File: src/rtl/edge_search_pkg.sv
// Shared types for the strobe rising-edge search engine.
// Assumes: nothing beyond IEEE 1800-2017 enums.
package edge_search_pkg;
    typedef enum logic [1:0] {
        ST_IDLE,
        ST_ISSUE,
        ST_WAIT,
        ST_CLASSIFY
    } srch_state_t;

    typedef enum logic {
        DIR_FWD = 1'b0,
        DIR_BWD = 1'b1
    } srch_dir_t;
endpackage

File: src/rtl/edge_pattern_decode.sv
// Maps one lane's three coarse sample bits (first sample in bit 2) to the
// fine-search start delay and direction.
// Assumes: base + 2*STEP already checked against the legal range.
module edge_pattern_decode
    import edge_search_pkg::*;
#(
    parameter int DLY_W = 11,
    parameter int STEP  = 26
) (
    input  logic [2:0]       pat_i,
    input  logic [DLY_W-1:0] base_i,
    output logic [DLY_W-1:0] dly_o,
    output srch_dir_t        dir_o,
    output logic             bad_o
);
    localparam logic [DLY_W-1:0] ONE_STEP = DLY_W'(STEP);
    localparam logic [DLY_W-1:0] TWO_STEP = DLY_W'(2 * STEP);

    // Pattern table: offset in steps and direction.
    always_comb begin
        dly_o = base_i;
        dir_o = DIR_FWD;
        bad_o = 1'b0;
        case (pat_i)
            3'b000, 3'b100: dly_o = base_i + TWO_STEP;
            3'b001, 3'b101: dly_o = base_i + ONE_STEP;
            3'b010, 3'b011: dly_o = base_i;
            3'b110, 3'b111: dir_o = DIR_BWD;
            default:        bad_o = 1'b1;
        endcase
    end
endmodule

File: src/rtl/edge_lane_stepper.sv
// One fine-search step for one lane: move one unit toward the edge or
// report convergence; flags a step that would leave [0, DLY_MAX].
// Assumes: disabled lanes always report converged and never move.
module edge_lane_stepper
    import edge_search_pkg::*;
#(
    parameter int DLY_W   = 11,
    parameter int DLY_MAX = 2047
) (
    input  logic             en_i,
    input  srch_dir_t        dir_i,
    input  logic             bit_i,
    input  logic [DLY_W-1:0] cur_i,
    output logic [DLY_W-1:0] nxt_o,
    output logic             conv_o,
    output logic             err_o
);
    localparam logic [DLY_W-1:0] LIMIT = DLY_W'(DLY_MAX);

    // Next delay, convergence and range check for this pass.
    always_comb begin
        nxt_o  = cur_i;
        conv_o = 1'b1;
        err_o  = 1'b0;
        if (en_i) begin
            if (dir_i == DIR_BWD && bit_i) begin
                conv_o = 1'b0;
                if (cur_i == '0) err_o = 1'b1;
                else             nxt_o = cur_i - 1'b1;
            end else if (dir_i == DIR_FWD && !bit_i) begin
                conv_o = 1'b0;
                if (cur_i >= LIMIT) err_o = 1'b1;
                else                nxt_o = cur_i + 1'b1;
            end
        end
    end
endmodule

File: src/rtl/edge_search_engine.sv
// Strobe rising-edge search: three coarse probes, pattern decode, then a
// per-lane unit walk until all active lanes converge.
// Assumes: smp_ack_i is a one-cycle pulse given only while smp_req_o is high;
// lane_en_i and init_dly_i are sampled only in the start cycle.
module edge_search_engine
    import edge_search_pkg::*;
#(
    parameter int LANES   = 4,
    parameter int DLY_W   = 11,
    parameter int STEP    = 26,
    parameter int DLY_MAX = 2047
) (
    input  logic                   clk,
    input  logic                   rst_n,
    input  logic                   start_i,
    input  logic [LANES-1:0]       lane_en_i,
    input  logic [LANES*DLY_W-1:0] init_dly_i,
    output logic [LANES*DLY_W-1:0] dly_o,
    output logic                   dly_wr_o,
    output logic                   smp_req_o,
    input  logic                   smp_ack_i,
    input  logic [LANES-1:0]       smp_bits_i,
    output logic                   prea_req_o,
    output logic                   done_o,
    output logic                   busy_o,
    output logic                   err_o
);
    localparam int PW = DLY_W + 2;
    localparam logic [1:0] LAST_PROBE = 2'd2;

    srch_state_t      state_q;
    logic [1:0]       probe_q;
    logic             fine_q;
    logic [LANES-1:0] en_q;
    logic             wr_q, done_q, prea_q, err_q;
    logic [DLY_W-1:0] base_q [LANES];
    logic [DLY_W-1:0] dly_q  [LANES];
    logic [2:0]       pat_q  [LANES];
    srch_dir_t        dir_q  [LANES];

    logic [DLY_W-1:0] init_lane [LANES];
    logic [DLY_W-1:0] probe_nxt [LANES];
    logic [DLY_W-1:0] dec_dly   [LANES];
    srch_dir_t        dec_dir   [LANES];
    logic [DLY_W-1:0] step_nxt  [LANES];
    logic [LANES-1:0] rng_bad, dec_bad, step_conv, step_err;

    for (genvar l = 0; l < LANES; l++) begin : g_lane
        assign init_lane[l] = init_dly_i[l*DLY_W +: DLY_W];
        assign dly_o[l*DLY_W +: DLY_W] = dly_q[l];
        // Coarse range check: the farthest probe must stay legal.
        assign rng_bad[l] = lane_en_i[l] &&
            (({2'b00, init_lane[l]} + PW'(2 * STEP)) > PW'(DLY_MAX));
        // Next coarse probe delay: base + (probe+1) steps.
        assign probe_nxt[l] = base_q[l] +
            ((probe_q == 2'd0) ? DLY_W'(STEP) : DLY_W'(2 * STEP));

        edge_pattern_decode #(.DLY_W(DLY_W), .STEP(STEP)) u_dec (
            .pat_i (pat_q[l]),
            .base_i(base_q[l]),
            .dly_o (dec_dly[l]),
            .dir_o (dec_dir[l]),
            .bad_o (dec_bad[l])
        );

        edge_lane_stepper #(.DLY_W(DLY_W), .DLY_MAX(DLY_MAX)) u_step (
            .en_i  (en_q[l]),
            .dir_i (dir_q[l]),
            .bit_i (smp_bits_i[l]),
            .cur_i (dly_q[l]),
            .nxt_o (step_nxt[l]),
            .conv_o(step_conv[l]),
            .err_o (step_err[l])
        );
    end

    assign smp_req_o  = (state_q == ST_WAIT);
    assign busy_o     = (state_q != ST_IDLE);
    assign dly_wr_o   = wr_q;
    assign done_o     = done_q;
    assign prea_req_o = prea_q;
    assign err_o      = err_q;

    // Search sequencer: coarse probes, classification, fine walk, completion.
    always_ff @(posedge clk) begin
        if (!rst_n) begin
            state_q <= ST_IDLE;
            probe_q <= '0;
            fine_q  <= 1'b0;
            en_q    <= '0;
            wr_q    <= 1'b0;
            done_q  <= 1'b0;
            prea_q  <= 1'b0;
            err_q   <= 1'b0;
            for (int l = 0; l < LANES; l++) begin
                base_q[l] <= '0;
                dly_q[l]  <= '0;
                pat_q[l]  <= '0;
                dir_q[l]  <= DIR_FWD;
            end
        end else begin
            wr_q   <= 1'b0;
            done_q <= 1'b0;
            prea_q <= 1'b0;
            case (state_q)
                ST_IDLE: begin
                    if (start_i) begin
                        err_q   <= 1'b0;
                        en_q    <= lane_en_i;
                        probe_q <= '0;
                        fine_q  <= 1'b0;
                        if (|rng_bad) begin
                            err_q  <= 1'b1;
                            done_q <= 1'b1;
                        end else begin
                            for (int l = 0; l < LANES; l++) begin
                                base_q[l] <= init_lane[l];
                                if (lane_en_i[l]) dly_q[l] <= init_lane[l];
                            end
                            wr_q    <= 1'b1;
                            state_q <= ST_ISSUE;
                        end
                    end
                end
                ST_ISSUE: state_q <= ST_WAIT;
                ST_WAIT: begin
                    if (smp_ack_i && !fine_q) begin
                        for (int l = 0; l < LANES; l++)
                            pat_q[l][LAST_PROBE - probe_q] <= smp_bits_i[l];
                        if (probe_q == LAST_PROBE) begin
                            state_q <= ST_CLASSIFY;
                        end else begin
                            probe_q <= probe_q + 1'b1;
                            for (int l = 0; l < LANES; l++)
                                if (en_q[l]) dly_q[l] <= probe_nxt[l];
                            wr_q    <= 1'b1;
                            state_q <= ST_ISSUE;
                        end
                    end else if (smp_ack_i) begin
                        if (|step_err) begin
                            err_q   <= 1'b1;
                            done_q  <= 1'b1;
                            state_q <= ST_IDLE;
                        end else if (&step_conv) begin
                            prea_q  <= 1'b1;
                            done_q  <= 1'b1;
                            state_q <= ST_IDLE;
                        end else begin
                            dly_q   <= step_nxt;
                            wr_q    <= 1'b1;
                            state_q <= ST_ISSUE;
                        end
                    end
                end
                ST_CLASSIFY: begin
                    if (|(dec_bad & en_q)) begin
                        err_q   <= 1'b1;
                        done_q  <= 1'b1;
                        state_q <= ST_IDLE;
                    end else begin
                        for (int l = 0; l < LANES; l++) begin
                            if (en_q[l]) begin
                                dly_q[l] <= dec_dly[l];
                                dir_q[l] <= dec_dir[l];
                            end
                        end
                        fine_q  <= 1'b1;
                        wr_q    <= 1'b1;
                        state_q <= ST_ISSUE;
                    end
                end
                default: state_q <= ST_IDLE;
            endcase
        end
    end
endmodule

File: config.mk
export PLATFORM = sky130hd
export DESIGN_NAME = edge_search_engine
export DESIGN_NICKNAME = d
export VERILOG_FILES = /design/src/rtl/edge_search_pkg.sv /design/src/rtl/edge_pattern_decode.sv /design/src/rtl/edge_lane_stepper.sv /design/src/rtl/edge_search_engine.sv
export SDC_FILE = /design/constraint.sdc
export NUM_CORES = 1
export LEC_CHECK = 0
export BUFFER_PORTS_ARGS = -buffer_cell sky130_fd_sc_hd__buf_2
export CORE_MARGIN = 2
export CORE_UTILIZATION = 30
export DETAILED_ROUTE_END_ITERATION = 16
export GPL_ROUTABILITY_DRIVEN = 0
export HOLD_SLACK_MARGIN = 0.02
export SETUP_SLACK_MARGIN = 0.02
export SLEW_MARGIN = 20
export SYNTH_ARGS = -nofsm -noshare
export SYNTH_HDL_FRONTEND = slang
export SYNTH_SLANG_ARGS = --single-unit
File: constraint.sdc
create_clock -name clk -period 3.1 [get_ports clk]
set_input_delay 0.62 -clock clk [delete_from_list [all_inputs] [get_ports clk]]
set_output_delay 0.62 -clock clk [all_outputs]
set_load 0.05 [all_outputs]
==> results of run 1 <==
## worst max-delay path by stage
stage                   from   endpoint  cells after the start
2_1_floorplan  smp_bits_i[2]  dly_o[32]                      9
3_3_place_gp   smp_bits_i[2]  dly_o[32]                     10
3_5_place_dp   smp_bits_i[2]  dly_o[32]                     10
4_1_cts           probe_q[1]  dly_o[19]                     13
5_1_grt           probe_q[0]  dly_o[19]                     13
6_report          probe_q[1]  dly_o[39]                     13
## layout by cell type, fill, tap and decap left out, types with 9 or more instances in the layout
| cell type | instances |
|---|---|
| clkbuf_16 | 17 |
| a211oi_1 | 24 |
| o21bai_1 | 11 |
| xnor2_1 | 40 |
| o22ai_1 | 14 |
| o21a_1 | 9 |
| buf_4 | 63 |
| nor2b_1 | 10 |
| o31ai_1 | 10 |
| inv_1 | 49 |
| a221o_1 | 14 |
| dfxtp_1 | 60 |
| mux2i_1 | 53 |
| nor4_1 | 18 |
| nor2_1 | 71 |
| and2_1 | 64 |
| ha_1 | 80 |
| a21oi_1 | 63 |
| nand4_1 | 20 |
| nand3_1 | 23 |
| xor2_1 | 31 |
| a22oi_1 | 13 |
| a31oi_1 | 10 |
| buf_2 | 105 |
| o211ai_1 | 9 |
| nand2_1 | 123 |
| nor3_1 | 32 |
| edfxtp_1 | 57 |
| nand2b_1 | 12 |
| and3_1 | 18 |
| o21ai_0 | 65 |
| a21o_1 | 23 |
## what timing repair did
item                       CTS  global route
hold endpoints to repair     0             0
resized for setup            0             7
setup endpoints to repair    0            12
hold buffers                 0             0
## layout make-up
class / count / area [sq um] / area share
Multi-Input combinational cell: 971 / 6850 / 0.561
Sequential cell: 117 / 2910 / 0.238
Timing Repair Buffer: 174 / 1120 / 0.0916
Tap cell: 448 / 561 / 0.0459
Clock buffer: 21 / 450 / 0.0369
Inverter: 50 / 188 / 0.0154
Clock inverter: 11 / 134 / 0.0110
Antenna cell: 1 / 2.50 / 0.000205
## routing by layer
| layer | global-route usage | part of all wire | up-vias |
|---|---|---|---|
| li1 | - | - | 4743 |
| met1 | 0.247 | 0.45 | 4703 |
| met2 | 0.311 | 0.46 | 298 |
| met3 | 0.0395 | 0.063 | 58 |
| met4 | 0.0678 | 0.023 | 8 |
| met5 | 0 | 0.0014 | - |
## registers in the layout, summed over array words and instances (netlist names)
signal and count:
base_q 44, dly_o 44, pat_q 12, dir_q 4
en_q 4, probe_q 2, state_q 2, dly_wr_o 1
done_o 1, err_o 1, fine_q 1, prea_req_o 1
## power breakdown
group	switching [uW]	internal [uW]
Clock	767	1270
Sequential	265	1800
Combinational	1060	669
## worst max-delay path, stage by stage (launching register included)
cell,delay [ps]
dfxtp_1,330
inv_1,110
ha_2,260
buf_4,170
inv_1,60
buf_4,160
ha_1,280
a21o_1,200
a311oi_1,340
buf_4,190
xnor2_1,60
a222oi_1,440
a21o_1,190
mux2i_1,60
## stage by stage
step | total power (uW) | hold WS, ps | utilization | area [sq um]
3_5_place_dp | 3810 | 500 | 0.347 | 11600
2_1_floorplan | 3240 | 449 | - | 10200
4_1_cts | 5860 | 482 | 0.365 | 12200
6_report | 5840 | 493 | 0.365 | 12200
3_3_place_gp | 3790 | 492 | 0.347 | 11600
5_1_grt | 6120 | 494 | 0.365 | 12200
## cell families after synthesis
kind of cell	Yosys count
flip-flops	117
AO/OA/AOI/OAI	339
buffers and inverters	110
XOR/XNOR	71
AND/OR/NAND/NOR	418
adder cells (fa/ha/maj)	90
multiplexers	53
==> flow_metrics.py, run 1 <==
metrics = {
    "floorplanning": {
        "die_y_um": 188,
        "core_sq_um": 33400,
        "rows": 67,
        "ios": 106,
        "die_w_um": 188,
        "start_util": 0.305,
        "die_area_sq_um": 35400,
    },
    "synthesis": {
        "synth_compound_gate_area_share": 0.235,
        "synth_area_leaders": "edfxtp_1 17%, dfxtp_1 12%, ha_1 10%",
        "syn_nets": 1344,
        "synth_ff_type": "dfxtp_1",
        "yosys_warnings": 0,
        "seq_area_frac_synth": 0.286,
        "synthSimpleGateAreaFrac": 0.206,
        "synth_top_area_share": 0.168,
        "synth.most_common_cell": "nand2_1",
        "synth_top_family_by_area": "compound AO/OA/AOI/OAI gates",
        "synth_edf_count": 57,
        "netlist_instances": 1198,
        "netlist_area_sq_um": 10200,
        "synth_top_cell_by_area": "edfxtp_1",
        "synth_mux_area_frac": 0.0521,
        "synthArstFlopShare": 0,
        "synth_xor_area_frac": 0.0610,
        "synth_adder_area_share": 0.116,
        "yosysUniqueCellTypes": 71,
        "synth-seq-cells": 117,
        "netlist_top_cells_count": "124 x nand2_1, 82 x ha_1, 73 x nor2_1",
        "avgSynthCellArea_sq_um": 8.50,
    },
    "worst_setup_path": {
        "r2r_cells": 13,
        "worstPathArrival_ps": 3270,
        "reg2reg_to": "dly_o[39]",
        "critPathCaptureType": "flip-flop",
        "crit_fanout": 4,
        "required_ps": 3420,
        "startpoint_type": "flip-flop",
        "worstSetupPathType": "flip-flop to flip-flop",
        "reg2reg_setup_slack_ps": 150,
        "r2r-start": "probe_q[1]",
    },
    "global_routing": {
        "groute.usage.overall": 0.190,
        "overflow": 0,
        "grt_max_degree": 44,
        "antenna_found_initial": 5,
        "grt_pass1_wl_mm": 52.9,
        "grt_pass1_vias": 9429,
    },
    "placed_design": {
        "place_ws_ps": -54.3,
        "portBuffers": 105,
        "dpl.hpwl_mm": 25.3,
        "dp_cells": 1760,
    },
    "layout": {
        "area_growth_pct": 19.9,
        "drive_gt1_frac": 0.169,
        "fin_nets": 1477,
        "finalNonFillerCells": 1793,
        "fillers": 3460,
    },
    "pwr": {
        "pwr_density_cell_nw_per_um2": 478,
        "ir_worst_vdd_uv": 361,
        "leakagePower_uw": 0.00535,
    },
    "timing": {
        "fin_skew_ps": 7.98,
        "clock.fmax_mhz": 339,
        "tightest_slew_ps": 569,
        "period_needed_ps": 2950,
        "hold_violations": 0,
        "period_share": 0.953,
        "slew_headroom": 0.611,
        "slew_viol_final": 0,
        "setup_violations": 0,
        "setup_ws_ps": 147,
        "fin_setup_tns_ps": 0,
        "rsz0062_at_grt": "yes",
    },
    "cts": {
        "clk_latency_ps": 420,
        "cts_tree": "built",
        "post_cts_buffers": 0,
        "cts.htree.levels": 4,
        "clock_path_buffers": 2,
        "root_buffer": "clkbuf_16",
        "cts.sinks": 117,
        "clkTransAtPathRegs_ps": 60,
        "cts_buffers": 17,
    },
    "outcome": {
        "status": "complete, no violations",
    },
    "drt": {
        "drt_wl_total_mm": 33.9,
        "drtIter0Drc": 855,
        "dr.pass1.iters": 5,
        "wl_per_cell_um": 18.9,
        "via_per_inst": 5.47,
        "ant_nets": 0,
        "drc": 0,
        "vias": 9810,
    },
    "hold_path": {
        "min_from": "init_dly_i[0]",
        "hp-class": "input port to flip-flop",
        "min_to": "base_q[0][0]",
        "holdPathStages": 2,
    },
    "flow_run": {
        "cap_viol_max_count": 0,
    },
}
Power figures use the tool's default switching activity.
==> run 2: changes to the inputs <==
--- a/config.mk
+++ b/config.mk
@@ -6,11 +6,11 @@
 export NUM_CORES = 1
 export LEC_CHECK = 0
 export BUFFER_PORTS_ARGS = -buffer_cell sky130_fd_sc_hd__buf_2
-export CORE_MARGIN = 2
 export CORE_UTILIZATION = 30
 export DETAILED_ROUTE_END_ITERATION = 16
 export GPL_ROUTABILITY_DRIVEN = 0
 export HOLD_SLACK_MARGIN = 0.02
+export REMOVE_ABC_BUFFERS = 1
 export SETUP_SLACK_MARGIN = 0.02
 export SLEW_MARGIN = 20
 export SYNTH_ARGS = -nofsm -noshare
==> run 2 against run 1 <==
Combinational power about the same. Sequential power about the same. Wire length up 1.5%. Global-route usage up 1.3 points. First-iteration DRC count down 3.4%. Total power up 2.5%. Hold slack worse by 1.7 ps. Critical endpoint is now dly_o[32].
==> flow_metrics.py, run 2 (synthesis results as in run 1) <==
metrics = {
    "outcome": {
        "status": "complete, no violations",
    },
    "drt": {
        "via_per_inst": 5.53,
        "dr.pass1.iters": 7,
        "drt_wl_total_mm": 34.4,
        "ant_nets": 0,
        "drtIter0Drc": 826,
        "wl_per_cell_um": 19.1,
        "drc": 0,
        "vias": 9943,
    },
    "cts": {
        "cts.sinks": 117,
        "root_buffer": "clkbuf_16",
        "cts_buffers": 17,
        "clkTransAtPathRegs_ps": 60,
        "clock_path_buffers": 2,
        "cts.htree.levels": 4,
        "clk_latency_ps": 430,
        "cts_tree": "built",
        "post_cts_buffers": 0,
    },
    "floorplanning": {
        "core_sq_um": 33400,
        "die_area_sq_um": 34700,
        "die_w_um": 186,
        "die_y_um": 186,
        "rows": 67,
        "ios": 106,
        "start_util": 0.305,
    },
    "worst_setup_path": {
        "crit_chain": "ha_1 > fa_1 > a211oi_1 > o21bai_1 > a2111oi_2 > o31ai_1 > and3_1 > o41ai_1 > mux2i_1",
        "startpoint_type": "flip-flop",
        "cp_top_family": "compound AO/OA/AOI/OAI gates",
        "worstPathArrival_ps": 3200,
        "slowest_stage": "a2111oi_2",
        "critPathCaptureType": "flip-flop",
        "crit_fanout": 3,
        "required_ps": 3400,
        "cp_num_buf_inv": 0,
        "critical_path.max_stage_delay_ps": 450,
        "worstSetupPathType": "flip-flop to flip-flop",
    },
    "pwr": {
        "leakagePower_uw": 0.00541,
        "pwr_density_cell_nw_per_um2": 486,
        "finalPower_uw": 5980,
        "ir_worst_vdd_uv": 418,
    },
    "layout": {
        "drive_gt1_frac": 0.172,
        "fillers": 3441,
        "final_cell_area_sq_um": 12300,
        "fin_util": 0.368,
        "area_growth_pct": 20.9,
        "fin_nets": 1482,
        "final_common_cell": "nand2_1",
        "num_antenna_cells": 0,
        "layout_common_cells": "123 x nand2_1, 105 x buf_2, 81 x ha_1",
    },
    "global_routing": {
        "antenna_found_initial": 0,
        "groute.usage.overall": 0.203,
        "overflow": 0,
        "grt_pass1_vias": 9774,
        "grt_max_degree": 56,
        "grt_pass1_wl_mm": 54.1,
    },
    "hold_path": {
        "hp-class": "input port to flip-flop",
    },
    "timing": {
        "fin_skew_ps": 11.0,
        "hold_violations": 0,
        "setup_violations": 0,
        "period_needed_ps": 2910,
        "holdWs_ps": 491,
        "clock.fmax_mhz": 344,
        "tightest_slew_ps": 628,
        "rsz0062_at_grt": "no",
        "slew_viol_final": 0,
        "period_share": 0.938,
        "slew_headroom": 0.571,
    },
    "placed_design": {
        "placed_area_sq_um": 11700,
        "dpl.hpwl_mm": 25.6,
        "portBuffers": 105,
    },
    "flow_run": {
        "cap_viol_max_count": 0,
    },
}
[run 2: cell count changes in the layout (fill, tap and decap cells not counted), sizes merged]
cell,change
diode,-1
clkbuf,+3
clkinvlp,-1
buf,+5
clkinv,-2
[run 2: repair_timing]
item	in CTS	in global routing
hold buffers	0	0
hold endpoints to repair	0	0
endpoints found under the setup margin	0	8
gates resized for setup	0	4
[run 2: per-layer routing]
metal,wire (um),global-route usage
met4,1100,0.0846
met3,1860,0.0269
met1,15700,0.266
met5,0,0
met2,15800,0.333
[run 2: layout make-up]
type | count | area [sq um] | share of cell area
Sequential cell | 117 | 2910 | 0.237
Tap cell | 448 | 561 | 0.0455
Multi-Input combinational cell | 971 | 6840 | 0.556
Clock buffer | 24 | 513 | 0.0417
Timing Repair Buffer | 179 | 1180 | 0.0959
Inverter | 50 | 188 | 0.0152
Clock inverter | 8 | 118 | 0.00955
[run 2: path summary, 6_finish.rpt]
check	startpoint	to	slack, ps	cells past startpoint
hold reg to reg	dir_q[0]	dir_q[0]	500	2
setup / recovery	dir_q[2]	dly_o[32]	190	9
setup reg to reg	dir_q[2]	dly_o[32]	190	9
hold / removal	init_dly_i[11]	base_q[1][0]	490	2
[run 2: metrics by stage]
stage | std cells | setup slack, ps | setup TNS, ps
after CTS | 1797 | 27.7 | 0
after global placement | 1765 | -148 | -148
after floorplan | 1138 | -382 | -12800
after detailed placement | 1765 | -177 | -481
after global routing | 1797 | 34.1 | 0
final | 1797 | 192 | 0
[run 2: power by group]
group / internal (uW) / switching [uW] / total [uW]
logic: 676 / 1080 / 1750
clock network: 1390 / 773 / 2170
registers: 1800 / 268 / 2060
==> run 3: changes to the inputs <==
--- a/config.mk
+++ b/config.mk
@@ -5,6 +5,7 @@
 export SDC_FILE = /design/constraint.sdc
 export NUM_CORES = 1
 export LEC_CHECK = 0
+export ABC_AREA = 1
 export BUFFER_PORTS_ARGS = -buffer_cell sky130_fd_sc_hd__buf_2
 export CORE_UTILIZATION = 30
 export DETAILED_ROUTE_END_ITERATION = 16
==> run 3 against run 2 <==
Maximum frequency rose by 6.1%. Synthesized cell count rose by 45%. Sequential share of layout area fell by 1.2 points. Global-route usage rose by 0.80 points. Hold slack improved by 26 ps. Critical endpoint is now dly_o[31].
==> flow_metrics.py, run 3 <==
metrics = {
    "floorplanning": {
        "die_area_sq_um": 37900,
        "core_sq_um": 36500,
        "rows": 70,
        "ios": 106,
        "start_util": 0.305,
        "die_y_um": 195,
        "die_w_um": 195,
    },
    "cts": {
        "cts.htree.levels": 4,
        "root_buffer": "clkbuf_16",
        "clkTransAtPathRegs_ps": 60,
        "cts_buffers": 17,
        "clock_path_buffers": 2,
        "cts_tree": "built",
        "cts.sinks": 117,
        "postCtsResizedCells": 0,
        "post_cts_buffers": 0,
        "clk_latency_ps": 440,
        "cts_hold_buf": 0,
    },
    "flow_run": {
        "cap_viol_max_count": 0,
    },
    "drt": {
        "top_layer": "met4",
        "drtIter0Drc": 1078,
        "met1_length_mm": 17.6,
        "met3WireLength_mm": 2.80,
        "drt_wl_total_mm": 39.8,
        "vias": 12200,
        "ant_nets": 0,
        "wl_per_cell_um": 17.1,
        "dr.pass1.iters": 7,
        "wl_met2_mm": 18.1,
        "drc": 0,
        "via_per_inst": 5.22,
    },
    "synthesis": {
        "synth_ff_type": "dfxtp_1",
        "netlist_instances": 1735,
        "yosysUniqueCellTypes": 55,
        "synth_edf_count": 57,
        "synth.most_common_cell": "nand2_1",
        "avgSynthCellArea_sq_um": 6.42,
        "seq_area_frac_synth": 0.262,
        "netlist_top_cells_count": "381 x nand2_1, 291 x nor2_1, 230 x inv_1",
        "synth_area_leaders": "edfxtp_1 15%, nand2_1 13%, dfxtp_1 11%",
        "synthArstFlopShare": 0,
        "netlist_area_sq_um": 11100,
        "synth_top_area_share": 0.154,
        "synth_top_cell_by_area": "edfxtp_1",
        "synth-seq-cells": 117,
        "yosys_warnings": 0,
    },
    "timing": {
        "rsz0062_at_grt": "no",
        "clock.fmax_mhz": 365,
        "slew_headroom": 0.583,
        "fin_setup_tns_ps": 0,
        "hold_violations": 0,
        "fin_skew_ps": 13.4,
        "holdWs_ps": 517,
        "slew_viol_final": 0,
        "tightest_slew_ps": 625,
        "period_share": 0.884,
        "setup_violations": 0,
        "period_needed_ps": 2740,
    },
    "layout": {
        "final_cell_area_sq_um": 13000,
        "final_common_cell": "nand2_1",
        "drive_gt1_frac": 0.108,
        "area_growth_pct": 16.6,
        "layout_common_cells": "380 x nand2_1, 291 x nor2_1, 230 x inv_1",
        "fin_nets": 1995,
        "num_antenna_cells": 0,
    },
    "worst_setup_path": {
        "cp_common_cell": "nand2_1",
        "cp_top_family": "adder cells",
        "worstPathArrival_ps": 3060,
        "crit_fanout": 10,
        "critPathCaptureType": "flip-flop",
        "required_ps": 3420,
        "startpoint_type": "flip-flop",
        "cp_num_buf_inv": 3,
        "worstSetupPathType": "flip-flop to flip-flop",
        "crit_chain": "inv_1 > ha_4 > ha_1 > inv_1 > fa_1 > inv_1 > nand2_1 > nand2_1 > nand2_1 > a21oi_1 > nand3_1 > xor2_1 > nand2_1 > nand3_1 > o211ai_1 > nor2_1 > nor2_1",
        "slowest_stage": "fa_1",
        "critical_path.max_stage_delay_ps": 350,
    },
    "pwr": {
        "finalPower_uw": 11400,
        "leakagePower_uw": 0.00609,
        "pwr_density_cell_nw_per_um2": 874,
        "ir_worst_vdd_uv": 455,
    },
    "global_routing": {
        "antenna_found_initial": 0,
        "grt_pass1_wl_mm": 62.8,
        "overflow": 0,
        "grt_max_degree": 45,
        "groute.usage.overall": 0.211,
        "grt_pass1_vias": 11600,
    },
    "placed_design": {
        "portBuffers": 105,
        "placed_area_sq_um": 12300,
        "dpl.hpwl_mm": 30.2,
    },
    "hold_path": {
        "hp-class": "input port to flip-flop",
    },
    "outcome": {
        "status": "complete, no violations",
    },
}
[run 3: logic make-up after synthesis]
kind of cell             Yosys count  synth area share
AND/OR/NAND/NOR                  880             0.333
AO/OA/AOI/OAI                    341             0.178
buffers and inverters            278            0.0973
flip-flops                       117             0.262
adder cells (fa/ha/maj)           90             0.107
XOR/XNOR                          29            0.0228
[run 3: area by class of cell]
class	count	area (sq um)
fill	3910	23500
clock buffer	23	522
sequential	117	2910
multi-input combinational	1340	7150
clock inverter	9	134
inverter	235	882
tap	468	586
timing repair buffer	138	798
[run 3: report_power, final]
part	internal (uW)	total [uW]	switching, uW
clock	1430	2230	799
sequential	2090	2860	773
combinational	1940	6260	4320
[run 3: stage by stage]
stage	utilization	std cells	setup WS, ps
5_1_grt	0.356	2330	86.3
3_3_place_gp	0.337	2298	94.5
4_1_cts	0.355	2330	32.4
3_5_place_dp	0.337	2298	67.3
2_1_floorplan	-	1692	-103
6_report	0.356	2330	358
[run 3: final timing paths]
kind | startpoint | end | slack [ps] | cells past startpoint
hold reg to reg | dly_o[10] | dly_o[10] | 530 | 2
hold / removal | init_dly_i[1] | base_q[0][1] | 520 | 3
setup / recovery | probe_q[1] | dly_o[31] | 360 | 17
setup reg to reg | probe_q[1] | dly_o[31] | 360 | 17
[run 3: worst register-to-register path, cell delays in order, from the launching register on]
cell	delay (ps)
dfxtp_1	330
inv_1	160
ha_4	290
ha_1	220
inv_1	60
fa_1	350
inv_1	80
nand2_1	70
nand2_1	90
nand2_1	70
a21oi_1	190
nand3_1	110
xor2_1	150
nand2_1	70
nand3_1	70
o211ai_1	150
nor2_1	130
nor2_1	50
[run 3: layer usage]
metal / vias up / global-route usage
met5: - / 0
li1: 6008 / -
met4: 0 / 0.0773
met3: 88 / 0.0356
met1: 5561 / 0.276
met2: 514 / 0.346
